==> config.mk <==
export PLATFORM = sky130hd
export DESIGN_NAME = pc_sequencer
export DESIGN_NICKNAME = d
export VERILOG_FILES = /design/src/rtl/npc_pkg.sv /design/src/rtl/pc_target_calc.sv /design/src/rtl/pc_branch_eval.sv /design/src/rtl/pc_source_pick.sv /design/src/rtl/pc_sequencer.sv
export SDC_FILE = /design/constraint.sdc
export NUM_CORES = 1
export LEC_CHECK = 0
export BUFFER_PORTS_ARGS = -buffer_cell sky130_fd_sc_hd__buf_2
export CAP_MARGIN = 30
export CORE_MARGIN = 2
export CORE_UTILIZATION = 40
export DETAILED_ROUTE_END_ITERATION = 16
export GPL_TIMING_DRIVEN = 0
export PLACE_DENSITY = 0.69
export SYNTH_ARGS = -nofsm -noshare
export SYNTH_HDL_FRONTEND = slang
export SYNTH_SLANG_ARGS = --single-unit
==> constraint.sdc <==
create_clock -name clk -period 3.8 [get_ports clk]
set_input_delay 0.19 -clock clk [delete_from_list [all_inputs] [get_ports clk]]
set_output_delay 0.19 -clock clk [all_outputs]
set_load 0.005 [all_outputs]
==> src/rtl/npc_pkg.sv <==
// Shared definitions for the next-PC sequencer.
// Assumes the flow-select bit positions below match the instruction decoder.
package npc_pkg;
    localparam int SEL_W   = 4;
    localparam int SEL_BEQ = 0;
    localparam int SEL_BNE = 1;
    localparam int SEL_JMP = 2;
    localparam int SEL_REG = 3;

    typedef enum logic [1:0] {
        SRC_SEQ = 2'd0,
        SRC_BR  = 2'd1,
        SRC_JMP = 2'd2,
        SRC_REG = 2'd3
    } next_src_e;
endpackage

==> src/rtl/pc_target_calc.sv <==
// Forms the four candidate next addresses from the current PC.
// Assumes 4-byte instructions, so every displacement and index is scaled by 4
// and the jump region comes from the incremented PC.
module pc_target_calc #(
    parameter int AW = 32,
    parameter int OW = 16,
    parameter int JW = 26
) (
    input  logic [AW-1:0] pc,
    input  logic [OW-1:0] offset,
    input  logic [JW-1:0] index,
    input  logic [AW-1:0] reg_tgt_in,
    output logic [AW-1:0] seq_tgt,
    output logic [AW-1:0] br_tgt,
    output logic [AW-1:0] jmp_tgt,
    output logic [AW-1:0] reg_tgt
);
    localparam int RW = AW - JW - 2;
    localparam int XW = AW - OW - 2;
    localparam logic [AW-1:0] STEP = AW'(4);

    logic [AW-1:0] disp;

    // Sequential address and sign-extended, word-scaled branch displacement.
    always_comb begin
        seq_tgt = pc + STEP;
        disp    = {{XW{offset[OW-1]}}, offset, 2'b00};
        br_tgt  = seq_tgt + disp;
    end

    // Region-local jump and aligned register-indirect target.
    always_comb begin
        jmp_tgt = {seq_tgt[AW-1 -: RW], index, 2'b00};
        reg_tgt = {reg_tgt_in[AW-1:2], 2'b00};
    end
endmodule

==> src/rtl/pc_branch_eval.sv <==
// Decides whether a conditional branch is taken.
// Assumes the eq and ne requests come straight from the decoder; either may be set.
module pc_branch_eval #(
    parameter int DW = 32
) (
    input  logic [DW-1:0] op_a,
    input  logic [DW-1:0] op_b,
    input  logic          want_eq,
    input  logic          want_ne,
    output logic          taken
);
    logic same;

    // Equality compare and polarity select.
    always_comb begin
        same  = (op_a == op_b);
        taken = (want_eq && same) || (want_ne && !same);
    end
endmodule

==> src/rtl/pc_source_pick.sv <==
// Priority encoder choosing the next-PC source.
// Order: register jump, jump, taken branch, sequential.
module pc_source_pick
    import npc_pkg::*;
(
    input  logic [SEL_W-1:0] sel,
    input  logic             br_taken,
    output next_src_e        src
);
    // Fixed-priority source choice.
    always_comb begin
        if (sel[SEL_REG])      src = SRC_REG;
        else if (sel[SEL_JMP]) src = SRC_JMP;
        else if (br_taken)     src = SRC_BR;
        else                   src = SRC_SEQ;
    end
endmodule

==> src/rtl/pc_sequencer.sv <==
// Program-counter register with next-address selection.
// Assumes one instruction per cycle, with no stall, delay slot or exception.
// Reset is synchronous and active low and loads address zero.
module pc_sequencer
    import npc_pkg::*;
#(
    parameter int AW = 32,
    parameter int OW = 16,
    parameter int JW = 26
) (
    input  logic             clk,
    input  logic             rst_n,
    input  logic [SEL_W-1:0] flow_sel,
    input  logic [OW-1:0]    br_offset,
    input  logic [JW-1:0]    jmp_index,
    input  logic [AW-1:0]    cmp_a,
    input  logic [AW-1:0]    cmp_b,
    input  logic [AW-1:0]    jr_value,
    output logic [AW-1:0]    pc_out
);
    logic [AW-1:0] pc_q;
    logic [AW-1:0] pc_d;
    logic [AW-1:0] seq_tgt, br_tgt, jmp_tgt, reg_tgt;
    logic          br_taken;
    next_src_e     src;

    pc_target_calc #(.AW(AW), .OW(OW), .JW(JW)) u_calc (
        .pc        (pc_q),
        .offset    (br_offset),
        .index     (jmp_index),
        .reg_tgt_in(jr_value),
        .seq_tgt   (seq_tgt),
        .br_tgt    (br_tgt),
        .jmp_tgt   (jmp_tgt),
        .reg_tgt   (reg_tgt)
    );

    pc_branch_eval #(.DW(AW)) u_cmp (
        .op_a   (cmp_a),
        .op_b   (cmp_b),
        .want_eq(flow_sel[SEL_BEQ]),
        .want_ne(flow_sel[SEL_BNE]),
        .taken  (br_taken)
    );

    pc_source_pick u_pick (
        .sel     (flow_sel),
        .br_taken(br_taken),
        .src     (src)
    );

    // Next-address multiplexer.
    always_comb begin
        case (src)
            SRC_REG: pc_d = reg_tgt;
            SRC_JMP: pc_d = jmp_tgt;
            SRC_BR:  pc_d = br_tgt;
            default: pc_d = seq_tgt;
        endcase
    end

    // PC register with synchronous active-low reset.
    always_ff @(posedge clk) begin
        if (!rst_n) pc_q <= '0;
        else        pc_q <= pc_d;
    end

    assign pc_out = pc_q;
endmodule

-- Yosys cells after proc, flatten, opt, wreduce, memory -nomap -nowiden
Index checks and enable logic that the tools add are counted.
- flip-flop bits (word level): 32
- input port bits: 144
- output and inout bits: 32
- word-level logic and storage cells: 15
- add/sub/neg operators: 2
- equality and inequality tests: 4
- muxes and demuxes: 4
- reduce and logical (&&, ||, !) cells: 4
- operators with widths (cell ; number):
    $pmux 32 s3 ; 1
    $add 32x3->32 const B ; 1
    $add 32x32->32 ; 1
    $eq 32x32->1 ; 1
    $eq 2x2->1 const B ; 2
    $mux 2 ; 2
    $eq 2x1->1 const B ; 1
    $logic_and 1x1->1 ; 2
    $logic_not 1->1 ; 1
    $logic_or 1x1->1 ; 1
    $mux 1 ; 1

-- Depth between registers and ports, before layout
Gate-level depths: netlist (run 1).
- word-level depth: 9
- depth in mapped cells: 17
- gate-level depth less buffers: 17

-- By module
Synthesis (run 1) repeated with hierarchy kept, for this count alone.
- cell total of the unflattened synthesis: 560
- area, all modules: 4663.2 µm²
- modules (own cells, without submodules) (module ; instances ; cells each ; area each (µm²) ; sequential area each (µm²)):
    pc_target_calc ; 1 ; 370 ; 2625.0 ; 0.0
    pc_sequencer ; 1 ; 143 ; 1662.8 ; 640.6
    pc_branch_eval ; 1 ; 44 ; 357.8 ; 0.0
    pc_source_pick ; 1 ; 3 ; 17.5 ; 0.0

-- Worst setup path after synthesis (run 1)
No wires, ideal clock.
- kind: reg-to-reg
- from: register pc_q[2], in the netlist pc_out[2]
- to: register pc_q[26], in the netlist pc_out[26]
- library setup time: 58 ps
- data arrival time: 3172 ps
- required time: 3742 ps
- slack: 570 ps
- cell stages (with the launch flop): 16
- path buffers: 0
- period minus slack after synthesis: 3230 ps
- cell sequence: dfxtp_1 -> ha_1 -> nand4_1 -> nor2_1 -> nand2b_1 -> nor3_1 -> and3_1 -> xor2_1 -> ha_1 -> inv_1 -> o21ai_0 -> nand4b_1 -> a31oi_1 -> or4_1 -> a21oi_1 -> o221a_2
- longest elaborated chain between the ends: 3
- ends and longest elaborated chain (what ; RTL line ; text):
    from (decl) ; pc_sequencer.sv:21 ; logic [AW-1:0] pc_q;
    from (signal assigned) ; pc_sequencer.sv:65 ; else pc_q <= pc_d;
    $add 32x3->32 * ; pc_target_calc.sv:26 ; seq_tgt = pc + STEP;
    $add 32x32->32 ; pc_target_calc.sv:28 ; br_tgt = seq_tgt + disp;
    $pmux 32 s3 * ; pc_sequencer.sv:54 ; case (src)
Mark *: on every way between the ends. The rest lies on a longest branch, timed or not.
A chain may end at the register's enable or synchronous reset.

-- Worst setup path after layout (run 1)
- from: register pc_q[3], in the netlist pc_out[3]
- to: register pc_q[23], in the netlist pc_out[23]
Same word-level chain as after synthesis.

==> results of run 1 <==
## metrics by stage
stage / util (%) / cell area (um2) / instances
floorplan: - / 4050 / 559
global placement: 51.7 / 5080 / 863
detailed placement: 51.7 / 5080 / 863
CTS: 53.0 / 5200 / 873
global route: 54.3 / 5330 / 878
finish: 54.3 / 5330 / 878
## per-layer routing
layer  share of wire, %  vias up
li1                   -     2424
met1                 42     2324
met2                 48      230
met3                6.9       37
met4                3.3        0
met5                  0        -
## final cells by class
class	count	area [um2]
fillers	1011	4490
multi-input cells	492	3420
repair buffers	179	916
flip-flops and latches	30	607
well taps	133	166
plain buffers	19	81.3
clock buffers	7	76.3
inverters	18	67.6
## report_power, final
part	switching, W	internal (W)	leakage, nW
combinational	0.000387	0.000309	2.25
sequential	0.0000348	0.000343	0.251
clock	0.000143	0.000127	0.0383
## Yosys cell counts (10+ instances only)
cell type  count  share of area (%)
a21o_1        13                2.4
a21oi_1       48                5.9
a31oi_1       10                1.5
and2_1        10                1.5
and3_1        10                1.5
clkbuf_1      15                1.4
dfxtp_1       30                 15
ha_1          34                 11
inv_1         17                1.6
nand2_1       67                6.2
nand3_1       24                3.0
nor2_1        37                3.4
nor4_1        10                1.5
o21ai_0       32                4.0
xnor2_1       34                7.4
xor2_1        49                 11
## worst paths after layout
path,slack [ns],end
min reg2reg,0.58,pc_out[2]
max reg2reg,0.11,pc_out[23]
min,0.14,pc_out[18]
max,0.11,pc_out[23]
## layout by cell type (no fill, tap or decap), types with 13 or more instances in the layout
master    Yosys  final
a21oi_1      48     45
ha_1         34     31
nand3_1      24     24
clkbuf_1     15     17
nor2_1       37     35
xor2_1       49     48
a21o_1       13     13
buf_2         2    173
xnor2_1      34     33
nand2_1      67     67
inv_1        17     17
dfxtp_1      30     25
o21ai_0      32     28
## kinds of logic (layout without fill, tap and decap cells)
group,Yosys count,in the layout,synth area share (%)
compound gates,167,167,26.8
xor+xnor,84,84,18.4
fa+ha+maj,35,35,11.0
buf+inv,37,223,3.68
flops,30,30,14.8
mux,2,2,0.525
other cells,1,2,0.0926
simple gates,202,202,24.7
## worst max-delay path, cell delays in order, from the launching register on
cell,delay (ns)
dfxtp_1,0.39
ha_2,0.23
nand4_1,0.22
nor2_4,0.20
buf_4,0.16
nand4_1,0.16
xnor2_2,0.20
ha_2,0.34
a2111oi_2,0.34
o221a_2,0.24
o21ai_0,0.18
nand4_1,0.25
a21oi_1,0.09
or3_1,0.33
xnor2_1,0.15
o22ai_1,0.09
## what timing repair did
action                                  CTS  global route
endpoints found under the setup margin   10            14
pin swaps                                 4             4
resized for setup                         8            28
buffers inserted                          3             5
==> metrics.cfg, run 1 <==
[yosys]
synth_flop_cell = dfxtp_1
synth_cells = 558
syn_avg_cell_area_um2 = 7.26
synthArstFlopShare_pct = 0
yosys_warnings = 0
synth_edf_count = 0
ys_seq_area_share_pct = 14.8
synthesis.area_um2 = 4050
ys_types = 64
synth_seq_cells = 30

[critical_path]
cp_max_fo = 5
worst_ep_arrival_time_ns = 3.86
crit_path_start = pc_out[3]
startpoint_type = flop
r2r_start = pc_out[3]
reg2reg_depth = 15
crit_type = reg -> reg
crit_required_ns = 3.97
end_kind = flop

[route]
vias = 5015
drc = 0
drtIter0Drc = 298
viasPerCell = 5.71
avgRoutedWirePerCell_um = 18.7
drt_wl_total_mm = 16.4
drt-pass1-iter-count = 5
postRouteAntennaNets = 0

[clocking]
cts_made_buffers = 5
ctsHoldBuffers = 0
clkSinkCount = 30
clock_path_buffers = 2
root_buffer = clkbuf_8
htreeDepth = 2
clk_pin_slew_ns = 0.08
insertion_delay_ns = 0.29
tritoncts = yes

[floorplan]
die_h_um = 105
die_w_um = 105
ios = 176
coreArea_um2 = 9820
start_util_pct = 41.2
rows = 36
die-area_um2 = 10900

[sta]
fin_crit_ns = 3.69
final.period_utilization_pct = 97.2
fmax_mhz = 271
fin_ws_ns = 0.107
skew_ns = 0.0164
finalSetupTns_ns = 0
slew_headroom_pct = 34.1
holdWs_ns = 0.140
slew_viol_final = 0
worst_pin_slew_ns = 0.984
hold_viol = 0
setup_viol = 0

[global_routing]
gr-usage-met2_pct = 52.0
grt_pass1_wl_mm = 24.8
grt_use_met3_pct = 4.05
grt_pass1_vias = 4889
grt_busiest_layer = met2
grtUsageTotal_pct = 28.5
grt_max_degree = 17
grt_use_met1_pct = 33.7
grt.overflow.total = 0
antenna_found_initial = 0

[pwr]
p_per_area_nw_per_um2 = 252
power.leakage_nw = 2.54
irDropWorstVdd_uv = 166
total_power_w = 0.00134

[placed_design]
dp_slack_ns = -0.477
dp_hpwl_mm = 12.9
io_buffers = 171
gp_congestion = 0.976

[finish]
largest_register_ffs = 30
drive_above_1_share_pct = 30.5
fin_nets = 924
n_antenna_cell = 0
syn2layout_area_growth_pct = 31.7

[worst_hold_path]
min-delay-path-class = in -> reg
holdPathStages = 3
min_from = jr_value[18]

[status]
status = completed

[run]
cap_violations = 0

(Power assumes the default switching activity.)
==> inputs of run 2 (changes only) <==
--- a/config.mk
+++ b/config.mk
@@ -12,6 +12,7 @@
 export DETAILED_ROUTE_END_ITERATION = 16
 export GPL_TIMING_DRIVEN = 0
 export PLACE_DENSITY = 0.69
+export RECOVER_POWER = 25
 export SYNTH_ARGS = -nofsm -noshare
 export SYNTH_HDL_FRONTEND = slang
 export SYNTH_SLANG_ARGS = --single-unit
==> metrics.cfg, run 2 (synthesis results as in run 1) <==
[status]
status = completed

[route]
vias = 5073
postRouteAntennaNets = 0
avgRoutedWirePerCell_um = 18.7
drc = 0
viasPerCell = 5.78
drt-pass1-iter-count = 6
drt_wl_total_mm = 16.4
drtIter0Drc = 343

[floorplan]
rows = 36
die-area_um2 = 10900
start_util_pct = 41.2
die_h_um = 105
die_w_um = 105
coreArea_um2 = 9820
ios = 176

[finish]
largest_register_ffs = 30
multi_input_comb_area_um2 = 3420
stdcell_area_um2 = 5330
layoutNonFillerInstCount = 878
fill_cells = 1014
final_common_cell = buf_2
layout_common_cells = 170 x buf_2, 67 x nand2_1, 48 x xor2_1, 45 x a21oi_1, 35 x nor2_1
syn2layout_area_growth_pct = 31.6
n_antenna_cell = 0
fin_nets = 924
drive_above_1_share_pct = 29.9
regArea_um2 = 606

[global_routing]
grt_max_degree = 17
grt_pass1_wl_mm = 24.8
grtUsageTotal_pct = 28.5
grt_pass1_vias = 4889
antenna_found_initial = 0
grt.overflow.total = 0

[critical_path]
end_kind = flop
r2r_start = pc_out[3]
worstSetupEndpoint = pc_out[23]
crit_path_start = pc_out[3]
cp_max_fo = 5
reg2reg_depth = 15
r2r-end = pc_out[23]
crit_type = reg -> reg
worst_ep_arrival_time_ns = 3.85
reg2reg_slack_ns = 0.12
startpoint_type = flop
crit_required_ns = 3.97

[pwr]
p_int_w = 0.000778
power.leakage_nw = 2.53
irDropWorstVdd_uv = 166
p_sw_w = 0.000566
p_per_area_nw_per_um2 = 252
combPwrFrac_pct = 51.7
switching_share_pct = 42.1
power_frac_seq_pct = 28.1
clockPowerShare_pct = 20.2
total_power_w = 0.00134

[clocking]
clk_pin_slew_ns = 0.08
insertion_delay_ns = 0.30
clock_path_buffers = 2
root_buffer = clkbuf_8
tritoncts = yes
cts_made_buffers = 5
clkSinkCount = 30
htreeDepth = 2

[sta]
fin_crit_ns = 3.68
slew_viol_final = 0
setup_viol = 0
worst_pin_slew_ns = 1.01
final.period_utilization_pct = 96.9
skew_ns = 0.0143
slew_headroom_pct = 32.6
fmax_mhz = 272
holdWs_ns = 0.137
hold_viol = 0

[placed_design]
dp_cells = 863
placed_cell_area_um2 = 5080
gp_congestion = 0.976
dp_hpwl_mm = 12.9
io_buffers = 171

[worst_hold_path]
min-delay-path-class = in -> reg

[run]
cap_violations = 0

[run 2: layout make-up]
cell class,count,share of cell area (%)
plain buffers,19,1.53
clock buffers,7,1.43
flip-flops and latches,30,11.4
multi-input cells,492,64.2
repair buffers,179,17.1
inverters,18,1.27
well taps,133,3.12
[run 2: power by group through the flow]
stage / clock network, W / logic [W] / registers [W]
3_5_place_dp: 0 / 0.000651 / 0.000383
4_1_cts: 0.000271 / 0.000660 / 0.000375
6_report: 0.000271 / 0.000694 / 0.000378
3_3_place_gp: 0 / 0.000644 / 0.000382
2_1_floorplan: 0 / 0.000421 / 0.000379
5_1_grt: 0.000278 / 0.000761 / 0.000382
[run 2: worst min-delay path by stage]
stage / from / end / slack, ns / cells after the start
3_3_place_gp: jr_value[18] / pc_out[18] / 0.43 / 3
5_1_grt: jr_value[18] / pc_out[18] / 0.17 / 3
3_5_place_dp: jr_value[18] / pc_out[18] / 0.43 / 3
2_1_floorplan: jr_value[18] / pc_out[18] / 0.33 / 2
4_1_cts: jr_value[18] / pc_out[18] / 0.13 / 3
6_report: jr_value[18] / pc_out[18] / 0.14 / 3
[run 2: layer usage]
metal | track usage [%] | part of all wire, % | up-vias
li1 | - | - | 2424
met1 | 33.7 | 41 | 2353
met2 | 52.0 | 48 | 256
met3 | 4.05 | 7.7 | 40
met4 | 10.5 | 3.6 | 0
met5 | 0 | 0 | -
[run 2: repair_timing]
action,CTS,global route
resized for setup,8,28
buffers inserted,3,5
hold endpoints to repair,0,0
pin swaps,4,4
hold buffers,0,0
setup endpoints to repair,10,14
[run 2: per-stage QoR]
step | setup TNS, ns | util [%] | setup WS (ns)
floorplan | 0 | - | 0.570
global placement | -1.85 | 51.7 | -0.449
detailed placement | -2.05 | 51.7 | -0.477
CTS | -0.00928 | 53.0 | -0.00928
global route | -0.0583 | 54.3 | -0.0341
finish | 0 | 54.3 | 0.118
[run 2: critical path: stages (launching register included)]
cell and delay, ns:
dfxtp_1 0.39, ha_2 0.23, nand4_1 0.22, nor2_4 0.20
buf_4 0.16, nand4_1 0.16, xnor2_2 0.20, ha_2 0.34
a2111oi_2 0.34, o221a_2 0.23, o21ai_0 0.18, nand4_1 0.25
a21oi_1 0.09, or3_1 0.33, xnor2_1 0.15, o22ai_1 0.09
